## config.mk

```make
export PLATFORM = sky130hd
export DESIGN_NAME = mac40_unit
export DESIGN_NICKNAME = d
export VERILOG_FILES = /design/src/rtl/mac40_pkg.sv /design/src/rtl/mac40_decode.sv /design/src/rtl/mac40_engine.sv /design/src/rtl/mac40_acc.sv /design/src/rtl/mac40_unit.sv
export SDC_FILE = /design/constraint.sdc
export NUM_CORES = 2
export LEC_CHECK = 0
export ABC_AREA = 1
export BUFFER_PORTS_ARGS = -buffer_cell sky130_fd_sc_hd__buf_2
export CAP_MARGIN = 15
export CORE_ASPECT_RATIO = 1.4
export CORE_UTILIZATION = 34
export DETAILED_ROUTE_END_ITERATION = 16
export GPL_TIMING_DRIVEN = 1
export PLACE_DENSITY = 0.54
export SYNTH_ARGS = -nofsm -noshare
export SYNTH_HDL_FRONTEND = slang
export SYNTH_SLANG_ARGS = --single-unit
```

## constraint.sdc

```tcl
create_clock -name clk -period 9.7 [get_ports clk]
set_clock_uncertainty 0.2 [all_clocks]
set_input_delay 1.455 -clock clk [delete_from_list [all_inputs] [get_ports clk]]
set_output_delay 1.455 -clock clk [all_outputs]
set_load 0.02 [all_outputs]
```

## src/rtl/mac40_pkg.sv

```systemverilog
package mac40_pkg;

    parameter int DATA_W  = 32;
    parameter int ACC_W   = 40;
    parameter int STEP_W  = 8;
    parameter int HALF_W  = DATA_W / 2;
    parameter int STEPS   = DATA_W / STEP_W;
    parameter int CNT_W   = $clog2(STEPS + 1);
    parameter int OPF_LSB = 16;
    parameter int OPF_W   = 4;
    parameter int SEL_LSB = 5;
    parameter int SEL_W   = 3;

    typedef enum logic [OPF_W-1:0] {
        OP_FULL = 4'b0000,
        OP_DUAL = 4'b1000,
        OP_BB   = 4'b1100,
        OP_BT   = 4'b1101,
        OP_TB   = 4'b1110,
        OP_TT   = 4'b1111
    } mac_op_e;

    typedef struct packed {
        logic              legal;
        logic [DATA_W-1:0] mc0;
        logic [DATA_W-1:0] ml0;
        logic [DATA_W-1:0] mc1;
        logic [DATA_W-1:0] ml1;
        logic [CNT_W-1:0]  steps;
    } mac_job_t;

    function automatic logic [DATA_W-1:0] sext_half(logic [HALF_W-1:0] h);
        return {{(DATA_W-HALF_W){h[HALF_W-1]}}, h};
    endfunction

    // Fewest byte steps after which the unread multiplier bits are pure sign copies.
    function automatic logic [CNT_W-1:0] steps_needed(logic [DATA_W-1:0] v);
        logic [CNT_W-1:0]  res;
        logic [DATA_W-1:0] hi;
        res = CNT_W'(STEPS);
        for (int i = STEPS - 1; i >= 1; i--) begin
            hi = DATA_W'($signed(v) >>> (i * STEP_W - 1));
            if (hi == '0 || hi == '1) res = CNT_W'(i);
        end
        return res;
    endfunction

    // One byte step of a lane: the byte is signed only on the final step.
    function automatic logic [ACC_W-1:0] lane_term(logic [DATA_W-1:0] mc,
                                                   logic [DATA_W-1:0] ml,
                                                   int k, logic last);
        logic [STEP_W-1:0] b;
        logic [ACC_W-1:0]  mcx;
        logic [ACC_W-1:0]  bx;
        logic [ACC_W-1:0]  p;
        b   = STEP_W'(ml >> (k * STEP_W));
        mcx = {{(ACC_W-DATA_W){mc[DATA_W-1]}}, mc};
        bx  = {{(ACC_W-STEP_W){last & b[STEP_W-1]}}, b};
        p   = mcx * bx;
        return p << (k * STEP_W);
    endfunction

endpackage

```

## src/rtl/mac40_decode.sv

```systemverilog
module mac40_decode
    import mac40_pkg::*;
(
    input  logic [DATA_W-1:0] instr,
    input  logic [DATA_W-1:0] opa,
    input  logic [DATA_W-1:0] opb,
    output mac_job_t          job
);
    logic [OPF_W-1:0]  op;
    logic [SEL_W-1:0]  sel;
    logic [HALF_W-1:0] ha;
    logic [HALF_W-1:0] hb;
    logic [CNT_W-1:0]  n0;
    logic [CNT_W-1:0]  n1;

    assign op  = instr[OPF_LSB +: OPF_W];
    assign sel = instr[SEL_LSB +: SEL_W];
    assign ha  = op[1] ? opa[DATA_W-1:HALF_W] : opa[HALF_W-1:0];
    assign hb  = op[0] ? opb[DATA_W-1:HALF_W] : opb[HALF_W-1:0];

    always_comb begin
        job = '0;
        case (op)
            OP_FULL: begin
                job.legal = 1'b1;
                job.mc0   = opa;
                job.ml0   = opb;
            end
            OP_DUAL: begin
                job.legal = 1'b1;
                job.mc0   = sext_half(opa[HALF_W-1:0]);
                job.ml0   = sext_half(opb[HALF_W-1:0]);
                job.mc1   = sext_half(opa[DATA_W-1:HALF_W]);
                job.ml1   = sext_half(opb[DATA_W-1:HALF_W]);
            end
            OP_BB, OP_BT, OP_TB, OP_TT: begin
                job.legal = 1'b1;
                job.mc0   = sext_half(ha);
                job.ml0   = sext_half(hb);
            end
            default: job.legal = 1'b0;
        endcase
        if (sel != '0) job.legal = 1'b0;
        n0 = steps_needed(job.ml0);
        n1 = steps_needed(job.ml1);
        job.steps = (n0 > n1) ? n0 : n1;
    end
endmodule

```

## src/rtl/mac40_engine.sv

```systemverilog
module mac40_engine
    import mac40_pkg::*;
(
    input  logic             clk,
    input  logic             rst,
    input  logic             load,
    input  mac_job_t         job,
    output logic             busy,
    output logic             fin,
    output logic [ACC_W-1:0] product
);
    logic [DATA_W-1:0] mc0_q, ml0_q, mc1_q, ml1_q;
    logic [CNT_W-1:0]  steps_q;
    logic [CNT_W-1:0]  k_q;
    logic [ACC_W-1:0]  ps_q;
    logic              busy_q;
    logic              last;
    logic [ACC_W-1:0]  t0, t1;

    assign last    = (CNT_W'(k_q + 1'b1) == steps_q);
    assign t0      = lane_term(mc0_q, ml0_q, int'(k_q), last);
    assign t1      = lane_term(mc1_q, ml1_q, int'(k_q), last);
    assign product = ps_q + t0 + t1;
    assign fin     = busy_q & last;
    assign busy    = busy_q;

    always_ff @(posedge clk) begin
        if (rst) begin
            busy_q  <= 1'b0;
            k_q     <= '0;
            ps_q    <= '0;
            steps_q <= CNT_W'(1);
            mc0_q   <= '0;
            ml0_q   <= '0;
            mc1_q   <= '0;
            ml1_q   <= '0;
        end else if (load) begin
            busy_q  <= 1'b1;
            k_q     <= '0;
            ps_q    <= '0;
            steps_q <= job.steps;
            mc0_q   <= job.mc0;
            ml0_q   <= job.ml0;
            mc1_q   <= job.mc1;
            ml1_q   <= job.ml1;
        end else if (busy_q) begin
            if (last) begin
                busy_q <= 1'b0;
            end else begin
                ps_q <= product;
                k_q  <= k_q + 1'b1;
            end
        end
    end

    // step index stays inside the count chosen at issue
    p_step_in_range_r7: assert property (@(posedge clk) disable iff (rst)
        busy_q |-> (k_q < steps_q) && (steps_q >= 1) && (steps_q <= CNT_W'(STEPS)));

    // an unfinished multiply keeps running with its own step count
    p_hold_busy_r8: assert property (@(posedge clk) disable iff (rst)
        (busy_q && !last) |=> (busy_q && $stable(steps_q) && $stable(ml0_q)));
endmodule

```

## src/rtl/mac40_acc.sv

```systemverilog
module mac40_acc
    import mac40_pkg::*;
(
    input  logic             clk,
    input  logic             rst,
    input  logic             clr,
    input  logic             wr,
    input  logic [ACC_W-1:0] addend,
    output logic [ACC_W-1:0] acc
);
    always_ff @(posedge clk) begin
        if (rst || clr) acc <= '0;
        else if (wr)    acc <= acc + addend;
    end

    // without a write or clear the accumulator holds
    p_acc_hold_r5: assert property (@(posedge clk) disable iff (rst)
        (!wr && !clr) |=> $stable(acc));

    // clear wins over a simultaneous write
    p_clear_r9: assert property (@(posedge clk) disable iff (rst)
        clr |=> (acc == '0));
endmodule

```

## src/rtl/mac40_unit.sv

```systemverilog
module mac40_unit
    import mac40_pkg::*;
(
    input  logic              clk,
    input  logic              rst,
    input  logic              start,
    input  logic [DATA_W-1:0] instr,
    input  logic [DATA_W-1:0] opa,
    input  logic [DATA_W-1:0] opb,
    input  logic              cond_ok,
    input  logic              acc_clear,
    output logic              busy,
    output logic              done,
    output logic              illegal,
    output logic [ACC_W-1:0]  acc_out
);
    mac_job_t         job;
    logic             take;
    logic             load;
    logic             fin;
    logic [ACC_W-1:0] product;

    mac40_decode u_dec (
        .instr (instr),
        .opa   (opa),
        .opb   (opb),
        .job   (job)
    );

    assign take = start & ~busy;
    assign load = take & cond_ok & job.legal;

    mac40_engine u_eng (
        .clk     (clk),
        .rst     (rst),
        .load    (load),
        .job     (job),
        .busy    (busy),
        .fin     (fin),
        .product (product)
    );

    mac40_acc u_acc (
        .clk    (clk),
        .rst    (rst),
        .clr    (acc_clear),
        .wr     (fin),
        .addend (product),
        .acc    (acc_out)
    );

    always_ff @(posedge clk) begin
        if (rst) begin
            done    <= 1'b0;
            illegal <= 1'b0;
        end else begin
            done    <= fin;
            illegal <= take & ~job.legal;
        end
    end

    // a done pulse only ends a multiply that was running
    p_done_after_busy_r7: assert property (@(posedge clk) disable iff (rst)
        done |-> $past(busy));

    // done lasts a single cycle
    p_done_pulse_r7: assert property (@(posedge clk) disable iff (rst)
        done |=> !done);

    // an illegal start never launches a multiply
    p_illegal_idle_r6: assert property (@(posedge clk) disable iff (rst)
        illegal |-> (!busy && !done));
endmodule

```

* Word level (Yosys, flattened, before mapping)
Cells that the tools add are included.
** Word-level totals
- Logic and storage cells :: 79
- Bits in registers :: 217
** Operators by class
- Muxes and demuxes :: 16
- $lt $le $gt $ge :: 1
- Shifts and indexed selects :: 4
- Bitwise logic cells :: 10
- Reduce and logical (&&, ||, !) cells :: 19
- $add $sub $neg :: 4
- Equality and inequality tests :: 12
- Multipliers :: 2
** Operator list (number)
- $eq 32x32->1 const B :: 6
- $logic_not 32->1 :: 6
- $pmux 64 s3 :: 1
- $add 40x40->40 :: 3
- $mul 32x9->40 :: 2
- $shl 40x6->40 :: 2
- $mux 64 :: 1
- $shr 32x6->8 :: 2
- $mux 16 :: 2
- $mux 3 :: 7
- $eq 4x4->1 const B :: 5
- $and 1x1->1 :: 7
- $logic_or 1x1->1 :: 7
- $reduce_or 6->1 :: 1
- $mux 1 :: 5
- $logic_not 4->1 :: 1
- $reduce_or 4->1 :: 1
- $add 3x1->3 const B :: 1
- $eq 3x3->1 :: 1
- $gt 3x3->1 :: 1
- $not 1->1 :: 3
- $reduce_bool 3->1 :: 1
- $reduce_and 2->1 :: 1
- $reduce_or 2->1 :: 1

* Depth between registers and ports, before layout
- Depth after elaboration :: 10
- Depth in mapped cells :: 64

* Modules after synthesis
From an unflattened synthesis, not the netlist that was laid out.
** Second synthesis, totals
- Cells, all modules :: 5342
- Area total of the unflattened synthesis :: 36486.2 um^2
** By module, submodules not included
- mac40_engine :: times used 1, cells an instance 4146, sequential area each 3503.4 um^2, area an instance 30107.6 um^2
- mac40_acc :: times used 1, cells an instance 814, sequential area each 800.8 um^2, area an instance 4464.3 um^2
- mac40_decode :: times used 1, cells an instance 370, sequential area each 0.0 um^2, area an instance 1831.8 um^2
- mac40_unit :: times used 1, cells an instance 12, sequential area each 40.0 um^2, area an instance 82.6 um^2

* Least setup slack after synthesis
Ideal clock, no wire load.
- Kind :: register to register
- Start point :: register u_eng.k_q[0]
- End point :: register u_acc.acc[36]
- Path slack :: -0.102 ns
- Clock period less this slack :: 9.802 ns
- Path buffers :: 5
- Cell stages (with the launch flop) :: 58
- Library setup time :: 0.116 ns
- Data arrival time :: 9.486 ns
- Cell sequence :: dfxtp_1 > buf_6 > inv_2 > buf_6 > nor2_1 > buf_2 > inv_1 > clkbuf_1 > o221ai_1 > nand2_1 > clkbuf_1 > nor2_1 > fa_1 > inv_1 > fa_1 > inv_1 > fa_1 > fa_1 > [22 not listed] > nand3_1 > nand3_1 > a21oi_1 > o21ai_0 > xor2_1 > ha_1 > a21oi_1 > inv_1 > a21oi_1 > nor3_1 > a311oi_1 > nand3_1 > nand3_1 > nand2_1 > a21oi_1 > o21ai_0 > o211ai_1 > inv_1
** Between the ends
- Cells in the longest elaborated chain, start to end :: 8
** RTL lines
- start, declared :: line mac40_engine.sv:14 : logic [CNT_W-1:0] k_q;
- start signal, assigned :: line mac40_engine.sv:51 : k_q <= k_q + 1'b1;
- $add 3x1->3 :: line mac40_engine.sv:20 : assign last = (CNT_W'(k_q + 1'b1) == steps_q);
- $eq 3x3->1 :: line mac40_engine.sv:20
- $and 1x1->1 :: line mac40_pkg.sv:58 : bx = {{(ACC_W-STEP_W){last & b[STEP_W-1]}}, b};
- $mul 32x9->40 :: line mac40_pkg.sv:59 : p = mcx * bx;
- $shl 40x6->40 :: line mac40_pkg.sv:60 : return p << (k * STEP_W);
- $add 40x40->40 :: line mac40_engine.sv:23 : assign product = ps_q + t0 + t1;
- $add 40x40->40 (*) :: line mac40_engine.sv:23
- net product[29] :: line mac40_unit.sv:21 : logic [ACC_W-1:0] product;
- $add 40x40->40 (*) :: line mac40_acc.sv:13 : else if (wr) acc <= acc + addend;
- end signal, assigned :: line mac40_acc.sv:13
- end, declared :: line mac40_acc.sv:9 : output logic [ACC_W-1:0] acc
The timed path passes the listed nets; every way through them passes the cells marked *.
A chain may end at the register's enable or synchronous reset.

* Final worst setup path
Same ends and word-level chain as after synthesis.

==> run_results.csv <==
group,metric,value,unit
power_and_ir_drop,p_seq_frac,0.454,
clock_tree,clk-insertion-delay-late,0.51,ns
drt,dr.pass1.iters,5,
finish,final_core_util,0.4728,
worst_setup_path,critPathBufInv,11,
drt,drcViolationCount,0,
clock_tree,postCtsHoldBufs,0,
synth,synth_edf_count,0,
power_and_ir_drop,switching_share,0.2989,
worst_setup_path,cp_max_fo,7,
finish,area_growth,37.71,%
die,pin_count,144,
clock_tree,h-tree-depth,4,
drt,viasPerCell,4.931,
die,num_rows,127,
global_route,grt_max_degree,76,
die,dieArea,87520,µm²
clock_tree,path_clk_slew,0.09,ns
die,core,85490,µm²
clock_tree,cts.sinks,185,
drt,drt_iter0_drc,1554,
drt,ant_nets,0,
clock_tree,cts_buffer_depth,2,
sta,fin_ws,-0.4161,ns
worst_setup_path,crit_path_frequent_cell,"nand2_1",
placement,place_hpwl,87620,µm
drt,drt_wl_total,107200,µm
placement,io_buffers,118,
global_route,antenna_found_initial,0,
global_route,grt_overflow,0,
worst_setup_path,critPathArrivalTime,10.38,ns
synth,netlist_area,29350,µm²
synth,yosysUniqueCellTypes,61,
sta,final.min_clock_period,10.12,ns
run_status,status,"finished with violations",
synth,ys_async_sr_fraction,0,
sta,finalCritPeriodShare,1.043,
synth,synth_nets,4784,
power_and_ir_drop,internal_power,1.175,mW
die,die_h,349.6,µm
die,initial_core_util,0.3433,
finish,n_antenna_cell,0,
finish,drive_above_1_share,0.2945,
synth,synth_common_cells,"inv_1, nand2_1, nor2_1",
synth,synth_top_area_share,0.2687,
synth,yosysWarnings,0,
sta,fmax,98.85,MHz
sta,finalHoldViolCount,0,
synth,syn_avg_cell_area,7.219,µm²
synth,synth_top_area_cell,"fa_1",
power_and_ir_drop,p_per_area,41.46,nW/µm²
power_and_ir_drop,p_sw,0.5009,mW
synth,yosysMostFrequentCell,"inv_1",
sta,setup_tns,-3.024,ns
sta,slew_violations,0,
drt,vias,29630,
synth,synth_seq_cells,185,
global_route,grt_pass1_vias,30420,
min_path,hold_path_class,"register to register",
flow_run,drv_cap,0,
sta,tightest_slew,1.037,ns
power_and_ir_drop,clockPowerShare,0.461,
worst_setup_path,critical_path_class,"register to register",
worst_setup_path,worstPathRequired,9.96,ns
run_status,violations,"setup timing",
power_and_ir_drop,combPwrFrac,0.085,
worst_setup_path,r2r_cells,57,
synth,synth_seq_area_share,0.1262,
synth,ys.flop_type,"dfxtp_1",
global_route,grt_pass1_wl,167600,µm
synth,synthTopCellsByArea,"fa_1, dfxtp_1, inv_1",
sta,rsz0062_at_grt,"true",
worst_setup_path,cp-start-kind,"register",
power_and_ir_drop,static-leakage-power,20.40,nW
clock_tree,cts-root-buf,"clkbuf_16",
worst_setup_path,crit_family,"adder cells",
global_route,grtUsageTotal,0.2475,
clock_tree,cts_tree,"yes",
clock_tree,cts_buffers,17,
worst_setup_path,cp.depth,57,
die,die_w,250.3,µm
sta,slew_headroom,0.3040,
synth,syn_inst,4066,
worst_setup_path,end_kind,"register",
power_and_ir_drop,worst_ir_drop_vdd,141.6,µV
sta,setup_viol,15,
drt,routedWlPerCell,17.84,µm
worst_setup_path,max_stage_delay,0.53,ns
finish,final_nets,5618,
min_path,hold_depth,2,
placement,gp_congestion,0.9516,
sta,holdWs,0.2656,ns
worst_setup_path,cp_slowest_cell,"fa_1",
## power groups by stage
stage | clock (mW) | combinational, mW | sequential, mW
detailed placement | 0 | 0.135 | 0.779
finish | 0.773 | 0.142 | 0.761
CTS | 0.791 | 0.138 | 0.761
global placement | 0 | 0.135 | 0.779
floorplan | 0 | 0.0688 | 0.780
global route | 0.811 | 0.151 | 0.761
## layer usage
metal	GRT usage	routed length, µm	up-vias	part of all wire
met1	0.2950	43470	14280	0.41
met5	0	0	-	0
li1	-	-	14410	-
met3	0.02484	4344	205	0.041
met4	0.1201	5358	0	0.050
met2	0.4431	54010	733	0.50
## area by class of cell
class | instances | area [µm²]
Tap cell | 1096 | 1371
Multi-Input combinational cell | 2865 | 24240
Clock buffer | 18 | 439.2
Fill cell | 8580 | 45070
Sequential cell | 185 | 3711
Inverter | 884 | 3356
Timing Repair Buffer | 947 | 7151
Clock inverter | 14 | 155.1
## state kept, by name, indices dropped and copies added, names as in the netlist
name and cells:
u_eng.steps_q 3, u_eng.ps_q 40, u_eng.ml1_q 16, u_eng.mc0_q 32, done 1, u_eng.k_q 3, u_acc.acc 40, u_eng.busy 1
u_eng.mc1_q 16, illegal 1, u_eng.ml0_q 32
## cells in the final DEF (no fill, tap or decap), types with 14 or more instances in the layout
cell	count
inv_1	833
buf_4	789
nand2_1	621
nor2_1	393
fa_1	387
a21oi_1	201
dfxtp_1	183
ha_1	165
o21ai_0	157
nand3_1	125
buf_2	118
o21ai_1	62
a21oi_2	60
nand2_2	60
o22ai_1	60
ha_4	57
xor2_1	41
nor2_2	41
xnor2_1	39
o211ai_1	39
inv_2	38
o21ai_2	23
nor2_4	23
o21bai_1	20
nand4_1	19
buf_6	19
nand3_2	18
o31ai_1	17
clkbuf_16	17
a21o_1	15
a31oi_1	14
xor2_2	14
## through the flow
| stage | power, mW | cells | setup WS (ns) | cell area, µm² |
|---|---|---|---|---|
| floorplan | 0.8485 | 4066 | 0.004051 | 29360 |
| global placement | 0.9139 | 5889 | -1.237 | 36450 |
| detailed placement | 0.9138 | 5889 | -1.204 | 36450 |
| CTS | 1.690 | 5976 | -0.4187 | 39160 |
| global route | 1.724 | 6009 | -0.8704 | 40420 |
| finish | 1.676 | 6009 | -0.4161 | 40420 |
## repair_timing
| action | in CTS | in global routing |
|---|---|---|
| buffers inserted | 54 | 33 |
| resized for setup | 357 | 233 |
| pin swaps | 82 | 104 |
| gates cloned | 3 | 0 |
| endpoints found under the setup margin | 24 | 26 |
## worst register-to-register path: cells and delay by family, from the launching register on
family	cells	cell delay [ns]
multiplexers	1	0.07
buffers and inverters	11	1.09
AO/OA/AOI/OAI	10	1.43
AND/OR/NAND/NOR	23	2.37
XOR/XNOR	2	0.45
adder cells (fa/ha/maj)	10	4.08
flip-flops	1	0.40
## logic make-up after synthesis
kind of cell | Yosys count | synth area share
DFF | 185 | 0.1262
AOI/OAI and AO/OA | 760 | 0.1501
xor gates and xnor gates | 105 | 0.03133
buffers and inverters | 1016 | 0.1324
adders and majority gates | 617 | 0.3638
muxes | 9 | 0.003069
and+or+nand+nor | 1374 | 0.1932
## final timing paths
check / start / endpoint / slack [ns]
worst max-delay path: u_eng.k_q[0] / u_acc.acc[36] / -0.42
worst min-delay path: u_eng.ml1_q[9] / u_eng.ml1_q[9] / 0.27
worst max register to register: u_eng.k_q[0] / u_acc.acc[36] / -0.42
worst min register to register: u_eng.ml1_q[9] / u_eng.ml1_q[9] / 0.27
No activity file was read; power rests on OpenSTA's default activity.
